[src/rtl/int_exec_pkg.sv]
package int_exec_pkg;

    localparam int OP_W = 3;

    localparam logic [OP_W-1:0] OPC_ADD  = 3'd0;
    localparam logic [OP_W-1:0] OPC_ADDU = 3'd1;
    localparam logic [OP_W-1:0] OPC_AND  = 3'd2;
    localparam logic [OP_W-1:0] OPC_LUI  = 3'd3;

    typedef enum logic [1:0] {
        EXT_SIGN  = 2'd0,
        EXT_ZERO  = 2'd1,
        EXT_UPPER = 2'd2,
        EXT_NONE  = 2'd3
    } ext_kind_e;

    typedef struct packed {
        logic ovf;
        logic illegal;
    } alu_flags_t;

    function automatic ext_kind_e ext_kind_of(input logic [OP_W-1:0] op);
        case (op)
            OPC_ADD:  return EXT_SIGN;
            OPC_ADDU: return EXT_ZERO;
            OPC_AND:  return EXT_ZERO;
            OPC_LUI:  return EXT_UPPER;
            default:  return EXT_NONE;
        endcase
    endfunction

    function automatic logic op_is_legal(input logic [OP_W-1:0] op);
        return (op == OPC_ADD) || (op == OPC_ADDU) ||
               (op == OPC_AND) || (op == OPC_LUI);
    endfunction

endpackage

[src/rtl/imm_extender.sv]
module imm_extender
    import int_exec_pkg::*;
#(
    parameter int DATA_W = 32,
    parameter int IMM_W  = 16
) (
    input  logic [OP_W-1:0]   op,
    input  logic [IMM_W-1:0]  imm,
    output logic [DATA_W-1:0] imm_ext
);
    localparam int PAD_W = DATA_W - IMM_W;

    ext_kind_e kind;

    always_comb begin
        kind = ext_kind_of(op);
        case (kind)
            EXT_SIGN:  imm_ext = {{PAD_W{imm[IMM_W-1]}}, imm};
            EXT_ZERO:  imm_ext = {{PAD_W{1'b0}}, imm};
            EXT_UPPER: imm_ext = {imm, {PAD_W{1'b0}}};
            default:   imm_ext = '0;
        endcase
    end
endmodule

[src/rtl/alu_core.sv]
module alu_core
    import int_exec_pkg::*;
#(
    parameter int DATA_W = 32
) (
    input  logic [OP_W-1:0]   op,
    input  logic              use_imm,
    input  logic [DATA_W-1:0] a,
    input  logic [DATA_W-1:0] b,
    input  logic [DATA_W-1:0] imm_ext,
    output logic [DATA_W-1:0] value,
    output alu_flags_t        flags
);
    localparam int MSB = DATA_W - 1;

    logic [DATA_W-1:0] b_eff;
    logic [DATA_W-1:0] sum;
    logic              sign_ovf;

    always_comb begin
        b_eff    = use_imm ? imm_ext : b;
        sum      = a + b_eff;
        sign_ovf = (a[MSB] == b_eff[MSB]) && (sum[MSB] != a[MSB]);
    end

    always_comb begin
        value         = '0;
        flags.ovf     = 1'b0;
        flags.illegal = !op_is_legal(op);
        case (op)
            OPC_ADD: begin
                value     = sum;
                flags.ovf = sign_ovf;
            end
            OPC_ADDU: value = sum;
            OPC_AND:  value = a & b_eff;
            OPC_LUI:  value = imm_ext;
            default:  value = '0;
        endcase
    end
endmodule

[src/rtl/alu_out_reg.sv]
module alu_out_reg
    import int_exec_pkg::*;
#(
    parameter int DATA_W = 32
) (
    input  logic              clk,
    input  logic              rst,
    input  logic              in_valid,
    input  logic [DATA_W-1:0] value,
    input  alu_flags_t        flags,
    output logic              out_valid,
    output logic [DATA_W-1:0] value_q,
    output alu_flags_t        flags_q
);
    always_ff @(posedge clk) begin
        if (rst) begin
            out_valid <= 1'b0;
            value_q   <= '0;
            flags_q   <= '0;
        end else begin
            out_valid <= in_valid;
            if (in_valid) begin
                value_q <= value;
                flags_q <= flags;
            end
        end
    end
endmodule

[src/rtl/int_exec_unit.sv]
module int_exec_unit
    import int_exec_pkg::*;
#(
    parameter int DATA_W = 32,
    parameter int IMM_W  = 16
) (
    input  logic              clk,
    input  logic              rst,
    input  logic              in_valid,
    input  logic [2:0]        op_code,
    input  logic              imm_sel,
    input  logic [DATA_W-1:0] opnd_a,
    input  logic [DATA_W-1:0] opnd_b,
    input  logic [IMM_W-1:0]  imm_val,
    output logic              out_valid,
    output logic [DATA_W-1:0] result,
    output logic              ovf_flag,
    output logic              bad_op
);
    logic [DATA_W-1:0] imm_ext;
    logic [DATA_W-1:0] comb_value;
    alu_flags_t        comb_flags;
    alu_flags_t        flags_q;

    imm_extender #(.DATA_W(DATA_W), .IMM_W(IMM_W)) u_ext (
        .op      (op_code),
        .imm     (imm_val),
        .imm_ext (imm_ext)
    );

    alu_core #(.DATA_W(DATA_W)) u_core (
        .op      (op_code),
        .use_imm (imm_sel),
        .a       (opnd_a),
        .b       (opnd_b),
        .imm_ext (imm_ext),
        .value   (comb_value),
        .flags   (comb_flags)
    );

    alu_out_reg #(.DATA_W(DATA_W)) u_oreg (
        .clk       (clk),
        .rst       (rst),
        .in_valid  (in_valid),
        .value     (comb_value),
        .flags     (comb_flags),
        .out_valid (out_valid),
        .value_q   (result),
        .flags_q   (flags_q)
    );

    assign ovf_flag = flags_q.ovf;
    assign bad_op   = flags_q.illegal;
endmodule

[config.mk]
export PLATFORM = sky130hd
export DESIGN_NAME = int_exec_unit
export DESIGN_NICKNAME = d
export VERILOG_FILES = /design/src/rtl/int_exec_pkg.sv /design/src/rtl/imm_extender.sv /design/src/rtl/alu_core.sv /design/src/rtl/alu_out_reg.sv /design/src/rtl/int_exec_unit.sv
export SDC_FILE = /design/constraint.sdc
export NUM_CORES = 1
export LEC_CHECK = 0
export CAP_MARGIN = 0
export CORE_MARGIN = 3
export CORE_UTILIZATION = 51
export DETAILED_ROUTE_END_ITERATION = 8
export GPL_TIMING_DRIVEN = 0
export PLACE_DENSITY = 0.92
export SYNTH_ARGS = -nofsm -noshare
export SYNTH_HDL_FRONTEND = slang
export SYNTH_HIERARCHICAL = 1
export SYNTH_SLANG_ARGS = --single-unit
[constraint.sdc]
create_clock -name clk -period 9.13 [get_ports clk]
set_clock_uncertainty 0.2 [all_clocks]
set_input_delay 1.826 -clock clk [delete_from_list [all_inputs] [get_ports clk]]
set_output_delay 1.826 -clock clk [all_outputs]
set_load 0.005 [all_outputs]
Word level (Yosys, flattened, before mapping)
Index checks and enable logic that the tools add are counted.
{ "op_classes": {"n_addsub": 1, "eq_ne": 7, "muxes": 5, "bitwise_logic": 1, "reduce_logical": 9} }
{ "op_table": {"columns": ["operator", "n"], "rows": [
  ["$pmux W32 S3", 2],
  ["$add A32 B32 Y32", 1],
  ["$and A32 B32 Y32", 1],
  ["$mux W32", 1],
  ["$eq A3 B2 Y1 const B", 2],
  ["$pmux W2 S3", 1],
  ["$reduce_or A2 Y1", 2],
  ["$eq A3 B1 Y1 const B", 1],
  ["$logic_not A3 Y1", 1],
  ["$logic_or A1 B1 Y1", 3],
  ["$eq A2 B1 Y1 const B", 1],
  ["$eq A2 B2 Y1 const B", 1],
  ["$logic_not A2 Y1", 1],
  ["$eq A1 B1 Y1", 1],
  ["$logic_and A1 B1 Y1", 1],
  ["$logic_not A1 Y1", 1],
  ["$mux W1", 1],
  ["$ne A1 B1 Y1", 1]
]} }
{ "totals": {"reg_bits": 35, "out_inout_bits": 35, "word_cells": 27} }

Longest topological paths before layout
Gate-level depths: netlist (run 1).
{ "logic_depth": {"word_depth": 10, "mapped_depth": 18} }

Hierarchy
Netlist (run 1), hierarchy kept.
{ "modules_own_cells": {"columns": ["module", "instances", "cells_each", "area_per_inst_um2"], "rows": [
  ["alu_core", 1, 395, 2865.2],
  ["alu_out_reg", 1, 112, 1263.7],
  ["imm_extender", 1, 59, 391.6]
]} }

Worst setup path before layout (run 1)
No wires, ideal clock.
{ "synth_timing": {"path_type": "in2reg", "from": "input op_code[0]", "to": "register u_oreg.value_q[24]", "t_arrival_ns": 4.961, "required_ns": 8.802, "slack_ns": 3.841, "cell_stages": 18, "n_path_buf": 2, "cell_sequence": "buf_2 > a21oi_1 > clkbuf_1 > and2_1 > mux2_2 > ha_1 > inv_1 > fa_1 > nor2b_1 > o2111ai_1 > a21oi_1 > o31ai_1 > o31a_1 > o21ai_0 > xor2_1 > o211a_1 > mux2i_1 > nor2_1"} }
{ "synth_via": {"elab_chain_len": 8, "word_cells_on_any_way": 15, "classes_between": "1 x add/sub; 5 x eq/ne; 4 x mux; 1 x bitwise; 4 x reduce/logical"} }
{ "synth_lines": {"columns": ["item", "line_no", "source"], "rows": [
  ["start, declared", "int_exec_unit.sv:10", "input logic [2:0] op_code,"],
  ["$eq A3 B2 Y1 / $eq A3 B1 Y1 (equally long branches)", "int_exec_pkg.sv:23", "case (op)"],
  ["$reduce_or A2 Y1 (no source line)", null, null],
  ["$pmux W2 S3 (*)", "int_exec_pkg.sv:23", null],
  ["$eq A2 B2 Y1 (tied with other cells)", "imm_extender.sv:17", "case (kind)"],
  ["$pmux W32 S3 (*)", "imm_extender.sv:17", null],
  ["via imm_ext[0]", "int_exec_unit.sv:20", "logic [DATA_W-1:0] imm_ext;"],
  ["$mux W32 (*)", "alu_core.sv:21", "b_eff = use_imm ? imm_ext : b;"],
  ["$add A32 B32 Y32 (*)", "alu_core.sv:22", "sum = a + b_eff;"],
  ["$pmux W32 S3 (*)", "alu_core.sv:30", "case (op)"],
  ["via comb_value[24]", "int_exec_unit.sv:21", "logic [DATA_W-1:0] comb_value;"],
  ["end signal, assigned", "alu_out_reg.sv:23", "value_q <= value;"],
  ["end, declared", "alu_out_reg.sv:12", "output logic [DATA_W-1:0] value_q,"]
]} }
Mark *: on every way through the listed nets, which the timed path passes. The rest lies on a longest branch.
A chain may end at the register's enable or synchronous reset.

Final worst setup path (run 1)
{ "layout_timing": {"from": "input op_code[2]", "to": "register u_oreg.value_q[18]"} }
Same word-level chain as after synthesis.

==> results of run 1 <==
sequential cells by signal (all words and copies together) (netlist names):
signal / flops
u_oreg/flags_q: 2
u_oreg/value_q: 32
u_oreg/out_valid: 1
cells by family after synthesis:
kind of cell	count (synthesis)	share of synthesized area, %
AND/OR/NAND/NOR	165	17.85
AO/OA/AOI/OAI	152	23.22
multiplexers	96	22.20
buffers and inverters	60	7.086
flip-flops	35	15.50
adder cells (fa/ha/maj)	33	9.300
XOR/XNOR	25	4.844
cell usage after synthesis, drive strengths merged, types with 8 or more instances:
cell / n
mux2: 34
xor2: 11
mux2i: 62
buf: 17
a21o: 24
o21a: 8
dfxtp: 35
ha: 32
nor2: 65
inv: 10
nand4: 15
o21ai: 18
and2: 16
clkbuf: 33
xnor2: 14
a21oi: 48
nand2: 21
a211oi: 23
nand3: 20
per-stage QoR:
step                      std cells  setup WS [ps]  hold slack, ps  cell area, µm²
after detailed placement        786           2830           286.0            5803
after CTS                       794           3110           305.8            5887
after floorplan                 566           3841           285.0            4521
after global routing            794           2876           333.3            5887
final                           794           2902           299.5            5887
after global placement          786           2939           277.1            5803
cell type report:
cell class | count | share of cell area (%)
Clock buffer | 5 | 1.169
Multi-Input combinational cell | 471 | 59.45
Buffer | 50 | 4.803
Timing Repair Buffer | 115 | 19.55
Tap cell | 105 | 2.232
Clock inverter | 3 | 0.2550
Inverter | 10 | 0.6376
Sequential cell | 35 | 11.90
worst paths after layout:
| check | cells after the start | from | to | slack [ps] |
|---|---|---|---|---|
| min | 2 | u_oreg/value_q[0]$_SDFFE_PP0P_ | u_oreg/value_q[0]$_SDFFE_PP0P_ | 300 |
| max | 18 | op_code[2] | u_oreg/value_q[18]$_SDFFE_PP0P_ | 2900 |
| min reg2reg | 2 | u_oreg/value_q[0]$_SDFFE_PP0P_ | u_oreg/value_q[0]$_SDFFE_PP0P_ | 300 |
| max reg2reg | 2 | u_oreg/value_q[3]$_SDFFE_PP0P_ | u_oreg/value_q[3]$_SDFFE_PP0P_ | 8250 |
power groups by stage:
stage          clock network [mW]  logic, mW  registers [mW]
5_1_grt                     0.119      0.338           0.166
2_1_floorplan                   0      0.200           0.168
3_5_place_dp                    0      0.306           0.169
6_report                    0.108      0.316           0.165
3_3_place_gp                    0      0.300           0.168
4_1_cts                     0.111      0.308           0.165
routing by layer:
layer,wire length (µm),share of wire (%),GRT usage [%]
met1,6336,39,38.37
met5,0,0,0
met3,1647,10,5.559
met4,767,4.7,15.34
met2,7541,46,52.45
critical path, stage by stage:
cell	delay, ps
clkbuf_1	170
a21oi_1	580
clkbuf_1	360
and2_1	210
mux2_2	160
ha_1	190
inv_1	60
fa_1	410
nor2b_1	190
o2111ai_1	190
a21oi_1	370
o21ai_0	290
o21ai_0	380
xor2_1	170
nor2_1	60
a211oi_1	410
mux2i_1	140
nor2_1	100
==> results.json, run 1 <==
{
  "grt_pass1_wl_mm": 24.70,
  "start_util_pct": 53.67,
  "p_total_mw": 0.5885,
  "syn_nets": 686,
  "wl_per_cell_um": 20.52,
  "start_kind": "input pin",
  "drive_gt1_share_pct": 10.74,
  "switchingPower_mw": 0.2268,
  "hold_class": "reg2reg",
  "outcome": "finished clean",
  "die_y_um": 100.2,
  "drt-pass1-iter-count": 5,
  "post_cts_resized": 0,
  "share_comb_of_total_power_pct": 53.6,
  "hold_violations": 0,
  "final_util_pct": 69.89,
  "first_global_vias": 4821,
  "grt_util_all_layers_pct": 31.24,
  "critical_path_class": "in2reg",
  "worstSetupEndpointType": "flip-flop",
  "postCtsSetupBuffers": 0,
  "tightest_slew_ps": 906.2,
  "fmax_mhz": 160.6,
  "clkTransAtPathRegs_ps": 70,
  "grt_max_degree": 12,
  "setup_viol": 0,
  "gp_congestion": 0.9939,
  "vias_per_cell": 6.285,
  "clockBufferDepth": 2,
  "overflow": 0,
  "ys_types": 57,
  "layout_common_cells": "115 x clkdlybuf4s50_1, 65 x nor2_1, 62 x mux2i_1",
  "drt_iter0_drc": 422,
  "drcViolationCount": 0,
  "n_antenna_cell": 0,
  "die_w_um": 100.2,
  "dp_hpwl_mm": 12.99,
  "cp_data_required_time_ps": 9160,
  "yosys_warnings": 6,
  "irDropWorstVdd_mv": 0.07975,
  "clock_sinks": 35,
  "syn2layout_area_growth_pct": 30.22,
  "core_mm2": 0.008423,
  "synth_ff_type": "dfxtp_1",
  "synth-async-reset-ratio_pct": 0,
  "cts_tree": "done",
  "io_buffers": 115,
  "n_fill_cell": 723,
  "ios": 122,
  "switching_share_pct": 38.55,
  "yosys.area.top_type": "dfxtp_1",
  "ys_top_cells_by_area": "dfxtp_1 15%, mux2i_1 14%, ha_1 8.9%, mux2_2 8.5%, nor2_1 5.4%",
  "post-route-period-util_pct": 68.22,
  "period_minus_slack_ps": 6228,
  "p_int_mw": 0.3617,
  "finalMaxSlewViolations": 0,
  "root_buffer": "clkbuf_8",
  "routed_wl_mm": 16.29,
  "synth_cells": 566,
  "worstSkewPairLatency_ps": 280,
  "slew-limit-headroom_pct": 39.59,
  "synth_top_area_share_pct": 15.50,
  "multi_input_area_mm2": 0.003500,
  "synthesis.area_mm2": 0.004521,
  "row_count": 33,
  "synth_edf_count": 0,
  "grt_setup_unrepaired": "false",
  "die_area_mm2": 0.01003,
  "ant_nets": 0,
  "cp_max_fo": 10,
  "final_common_cell": "clkdlybuf4s50_1",
  "p_leak_nw": 2.536,
  "ys_ff_latch": 35,
  "cts_max_level": 2,
  "cts_buffers": 5,
  "regArea_um2": 700.7,
  "cap_violations": 0,
  "hold_buffers": 0,
  "finalSetupTns_ps": 0,
  "clockPowerShare_pct": 18.3,
  "antenna_found_initial": 0,
  "via_count": 4990,
  "nNetsFinal": 808,
  "worstPathArrival_ps": 6260,
  "powerDensity_mw_per_mm2": 99.97,
  "seqPwrFrac_pct": 28.1,
  "synth_area_per_cell_um2": 7.987,
  "synth_seq_area_share_pct": 15.50
}
Power figures use the tool's default switching activity.
==> run 2: changes to the inputs <==
--- a/config.mk
+++ b/config.mk
@@ -7,10 +7,10 @@
 export LEC_CHECK = 0
 export CAP_MARGIN = 0
 export CORE_MARGIN = 3
-export CORE_UTILIZATION = 51
+export CORE_UTILIZATION = 45
 export DETAILED_ROUTE_END_ITERATION = 8
 export GPL_TIMING_DRIVEN = 0
-export PLACE_DENSITY = 0.92
+export PLACE_DENSITY = 0.86
 export SYNTH_ARGS = -nofsm -noshare
 export SYNTH_HDL_FRONTEND = slang
 export SYNTH_HIERARCHICAL = 1
==> constraint.sdc (replaced) <==
create_clock -name clk -period 5.15 [get_ports clk]
set_clock_uncertainty 0.2 [all_clocks]
set_input_delay 1.03 -clock clk [delete_from_list [all_inputs] [get_ports clk]]
set_output_delay 1.03 -clock clk [all_outputs]
set_load 0.005 [all_outputs]
==> results.json, run 2 (synthesis gave the netlist of run 1 again) <==
{
  "outcome": "finished clean",
  "grt_pass1_wl_mm": 25.21,
  "die_w_um": 106.2,
  "top_register": "u_oreg/value_q",
  "ios": 122,
  "cp_data_required_time_ps": 5110,
  "via_count": 4886,
  "die_area_mm2": 0.01128,
  "cap_violations": 0,
  "busiest_layer": "met2",
  "multi_input_area_mm2": 0.003516,
  "cts_tree": "done",
  "antenna_found_initial": 0,
  "final_common_cell": "clkdlybuf4s50_1",
  "clkTransAtPathRegs_ps": 70,
  "p_total_mw": 1.048,
  "period_minus_slack_ps": 4923,
  "powerDensity_mw_per_mm2": 176.7,
  "fmax_mhz": 203.1,
  "hold_violations": 0,
  "grt_setup_unrepaired": "false",
  "clockPowerShare_pct": 18.2,
  "worstSetupEndpointType": "flip-flop",
  "first_global_vias": 4612,
  "worstPathArrival_ps": 4880,
  "p_int_mw": 0.6454,
  "reg_top3": "u_oreg/value_q: 32 flops, u_oreg/flags_q: 2 flops, u_oreg/out_valid: 1 flops",
  "regArea_um2": 700.7,
  "vias_per_cell": 5.988,
  "worstSkewPairLatency_ps": 280,
  "die_y_um": 106.2,
  "cts_max_level": 2,
  "wl_per_cell_um": 20.21,
  "switching_share_pct": 38.39,
  "post-route-period-util_pct": 95.58,
  "row_count": 35,
  "switchingPower_mw": 0.4022,
  "finalMaxSlewViolations": 0,
  "use_met3_pct": 5.829,
  "start_util_pct": 47.57,
  "syn2layout_area_growth_pct": 31.17,
  "routed_wl_mm": 16.50,
  "layout_common_cells": "115 x clkdlybuf4s50_1, 65 x nor2_1, 62 x mux2i_1",
  "seqPwrFrac_pct": 27.9,
  "nNetsFinal": 806,
  "n_antenna_cell": 0,
  "share_comb_of_total_power_pct": 53.9,
  "dp_hpwl_mm": 13.35,
  "clockBufferDepth": 2,
  "largest_reg_flops": 32,
  "cts_buffers": 5,
  "tightest_slew_ps": 873.7,
  "root_buffer": "clkbuf_8",
  "grt_util_all_layers_pct": 28.32,
  "drt-pass1-iter-count": 5,
  "place_ws_ps": -294.5,
  "slew-limit-headroom_pct": 41.75,
  "hold_class": "reg2reg",
  "drcViolationCount": 0,
  "met2_usage_pct": 47.29,
  "critical_path_class": "in2reg",
  "ant_nets": 0,
  "setup_viol": 0,
  "cp_max_fo": 10,
  "use_met1_pct": 36.55,
  "n_fill_cell": 882,
  "p_leak_nw": 2.539,
  "drt_iter0_drc": 384,
  "io_buffers": 115,
  "grt_max_degree": 11,
  "overflow": 0,
  "drive_gt1_share_pct": 11.21,
  "irDropWorstVdd_mv": 0.1586,
  "start_kind": "input pin",
  "gp_congestion": 0.9380,
  "core_mm2": 0.009503,
  "worst_slack_ps": 227.4,
  "clock_sinks": 35
}
## run 2: timing repair
| item | in CTS | in global routing |
|---|---|---|
| pin swaps | 0 | 1 |
| buffers inserted | 0 | 1 |
| endpoints found under the hold margin | 0 | 0 |
| gates cloned | 0 | 0 |
| setup endpoints to repair | 1 | 6 |
| gates resized for setup | 1 | 5 |
| hold buffers | 0 | 0 |
## run 2: power by group through the flow
stage                     Clock (mW)  Combinational [mW]  Sequential [mW]
after global routing           0.208               0.607            0.294
after floorplan                    0               0.355            0.299
final                          0.191               0.565            0.292
after detailed placement           0               0.549            0.299
after CTS                      0.196               0.554            0.292
after global placement             0               0.541            0.298
## run 2: path summary, 6_finish.rpt
| kind | from | end | slack (ps) | cells after the start |
|---|---|---|---|---|
| worst max-delay path | imm_sel | u_oreg/value_q[27]$_SDFFE_PP0P_ | 230 | 14 |
| worst min-delay path | u_oreg/value_q[22]$_SDFFE_PP0P_ | u_oreg/value_q[22]$_SDFFE_PP0P_ | 290 | 2 |
| worst max register to register | u_oreg/value_q[27]$_SDFFE_PP0P_ | u_oreg/value_q[27]$_SDFFE_PP0P_ | 4300 | 2 |
| worst min register to register | u_oreg/value_q[22]$_SDFFE_PP0P_ | u_oreg/value_q[22]$_SDFFE_PP0P_ | 290 | 2 |
## run 2: cell type report
class	instances	share of cell area [%]
timing repair buffer	116	19.54
buffer	47	4.621
sequential	35	11.82
tap	129	2.722
clock inverter	1	0.08441
inverter	10	0.6330
clock buffer	7	1.287
multi-input combinational	471	59.30
## run 2: critical path, stage by stage
cell	delay (ps)
clkbuf_1	260
clkbuf_1	560
mux2_2	410
ha_1	380
nand2_1	80
o21a_1	220
o21ai_0	310
or3b_4	240
a31oi_1	160
o311ai_1	580
nor2_1	110
a211o_1	310
mux2i_1	150
nor2_1	70
## run 2: metrics by stage
step,util (%),area (µm²),hold slack [ps],std cells,TNS [ps]
final,62.40,5929,289.7,816,0
after CTS,62.28,5918,296.7,818,0
after floorplan,-,4521,285.0,566,0
after detailed placement,61.38,5833,277.9,810,-1223
after global placement,61.38,5833,279.2,810,-781.9
after global routing,62.40,5929,323.4,816,0
## run 2: layer usage
metal	wire length [µm]	share of wire, %	up-vias
li1	-	-	2309
met1	6872	42	2289
met2	7656	46	251
met3	1409	8.5	37
met4	556	3.4	0
met5	0	0	-
==> run 3: changes to the inputs <==
--- a/config.mk
+++ b/config.mk
@@ -7,10 +7,10 @@
 export LEC_CHECK = 0
 export CAP_MARGIN = 0
 export CORE_MARGIN = 3
-export CORE_UTILIZATION = 45
+export CORE_UTILIZATION = 50
 export DETAILED_ROUTE_END_ITERATION = 8
 export GPL_TIMING_DRIVEN = 0
-export PLACE_DENSITY = 0.86
+export PLACE_DENSITY = 0.9
 export SYNTH_ARGS = -nofsm -noshare
 export SYNTH_HDL_FRONTEND = slang
 export SYNTH_HIERARCHICAL = 1
==> constraint.sdc (replaced) <==
create_clock -name clk -period 5.23 [get_ports clk]
set_clock_uncertainty 0.2 [all_clocks]
set_input_delay 1.046 -clock clk [delete_from_list [all_inputs] [get_ports clk]]
set_output_delay 1.046 -clock clk [all_outputs]
set_load 0.005 [all_outputs]
==> results.json, run 3 (synthesis gave the netlist of run 1 again) <==
{
  "grt_setup_unrepaired": "false",
  "period_minus_slack_ps": 5038,
  "row_count": 34,
  "cp_data_required_time_ps": 5260,
  "clockBufferDepth": 2,
  "postCtsSetupBuffers": 0,
  "holdPathStages": 2,
  "fmax_mhz": 198.5,
  "min_to": "u_oreg/value_q[20]$_SDFFE_PP0P_",
  "dp_hpwl_mm": 13.13,
  "top_register": "u_oreg/value_q",
  "path_common_cell": "nor2_1",
  "die_area_mm2": 0.01022,
  "routed_wl_mm": 16.36,
  "cts_tree": "done",
  "n_fill_cell": 734,
  "n_antenna_cell": 0,
  "drt_iter0_drc": 432,
  "gp_congestion": 1.005,
  "cp_max_fo": 10,
  "die_w_um": 101.1,
  "nNetsFinal": 808,
  "tightest_slew_ps": 906.7,
  "reg2reg_slack_ps": 4360,
  "drt-pass1-iter-count": 5,
  "ff2ff_path_depth": 2,
  "cap_violations": 0,
  "core_mm2": 0.008763,
  "cts_buffers": 5,
  "wl_per_cell_um": 20.58,
  "io_buffers": 115,
  "irDropWorstVdd_mv": 0.1439,
  "first_global_vias": 4714,
  "final_area_mm2": 0.005884,
  "timing.rr.end": "u_oreg/value_q[30]$_SDFFE_PP0P_",
  "via_count": 4889,
  "r2r_start": "u_oreg/value_q[30]$_SDFFE_PP0P_",
  "clock_sinks": 35,
  "hold_buffers": 0,
  "largest_reg_flops": 32,
  "holdCritStartpoint": "u_oreg/value_q[20]$_SDFFE_PP0P_",
  "start_kind": "input pin",
  "p_leak_nw": 2.528,
  "max_stage_delay_ps": 550,
  "root_buffer": "clkbuf_8",
  "outcome": "finished clean",
  "critical_path_class": "in2reg",
  "hold_class": "reg2reg",
  "vias_per_cell": 6.150,
  "clkTransAtPathRegs_ps": 70,
  "drcViolationCount": 0,
  "reg_top3": "u_oreg/value_q: 32 flops, u_oreg/flags_q: 2 flops, u_oreg/out_valid: 1 flops",
  "hold_violations": 0,
  "overflow": 0,
  "finalSetupTns_ps": 0,
  "ios": 122,
  "final_common_cell": "clkdlybuf4s50_1",
  "ant_nets": 0,
  "grt_max_degree": 11,
  "grt_util_all_layers_pct": 31.13,
  "worstSkewPairLatency_ps": 280,
  "die_y_um": 101.1,
  "post_cts_resized": 0,
  "slowest_stage": "clkdlybuf4s50_1",
  "antenna_found_initial": 0,
  "syn2layout_area_growth_pct": 30.17,
  "drive_gt1_share_pct": 10.63,
  "setup_viol": 0,
  "start_util_pct": 51.58,
  "post-route-period-util_pct": 96.33,
  "layout_common_cells": "115 x clkdlybuf4s50_1, 65 x nor2_1, 62 x mux2i_1",
  "postPlaceCellArea_mm2": 0.005807,
  "worstPathArrival_ps": 5060,
  "worstSetupEndpointType": "flip-flop",
  "finalMaxSlewViolations": 0,
  "slew-limit-headroom_pct": 39.55,
  "cts_max_level": 2,
  "final_util_pct": 67.15,
  "grt_pass1_wl_mm": 24.65,
  "crit_chain": "clkdlybuf4s50_1 > or3b_1 > buf_6 > buf_12 > a21oi_2 > mux2_2 > ha_1 > clkbuf_1 > nand4_1 > nor4_1 > o21ai_0 > a31oi_1 > xor2_1 > nor2_1 > a211oi_1 > mux2i_1 > nor2_1",
  "powerDensity_mw_per_mm2": 172.9
}
-- run 3: cell types whose count changed in the layout (fill, tap and decap cells not counted), sizes merged --
cell | previous run | this run
clkbuf | 38 | 39
clkinv | 1 | 0
-- run 3: per-stage QoR --
stage	cells	power [mW]	hold slack, ps	worst slack (ps)
floorplan	566	0.6439	285.0	721.5
global placement	789	0.8235	275.6	-201.1
detailed placement	789	0.8313	282.8	-197.0
CTS	795	1.012	299.4	84.55
global route	795	1.081	326.0	6.785
finish	795	1.018	295.4	191.9
-- run 3: metal layers --
layer  part of all wire [%]  wire, µm  global-route usage, %
met1                     40      6624                  39.32
met2                     46      7499                  52.26
met3                    9.1      1484                  4.291
met4                    4.6       755                  13.91
met5                      0         0                      0
-- run 3: layout make-up --
class,instances,area [µm²],area share (%)
multi-input cells,471,3503,59.54
plain buffers,50,284.0,4.827
inverters,10,37.54,0.6379
repair buffers,115,1151,19.56
flip-flops and latches,35,700.7,11.91
well taps,108,135.1,2.296
clock buffers,6,72.57,1.233
-- run 3: worst max-delay path by stage --
| stage | endpoint | from | slack (ps) |
|---|---|---|---|
| floorplan | u_oreg/value_q[24]$_SDFFE_PP0P_ | op_code[0] | 720 |
| global placement | u_oreg/value_q[18]$_SDFFE_PP0P_ | op_code[2] | -200 |
| detailed placement | u_oreg/value_q[18]$_SDFFE_PP0P_ | op_code[2] | -200 |
| CTS | u_oreg/value_q[18]$_SDFFE_PP0P_ | op_code[2] | 80 |
| global route | u_oreg/value_q[31]$_SDFFE_PP0P_ | imm_val[15] | 7 |
| finish | u_oreg/value_q[31]$_SDFFE_PP0P_ | imm_val[15] | 190 |
-- run 3: power breakdown --
part / total (mW) / switching, mW / leakage [nW] / internal, mW
Combinational: 0.551 / 0.291 / 2.21 / 0.260
Sequential: 0.288 / 0.00740 / 0.285 / 0.281
Clock: 0.178 / 0.0897 / 0.0371 / 0.0887
-- run 3: worst max-delay path, delay by kind of cell --
family,cells,cell delay [ps]
and+or+nand+nor,5,1300
xor gates and xnor gates,1,170
adders and majority gates,1,110
buffers and inverters,4,1120
AOI/OAI and AO/OA,4,1000
muxes,2,320
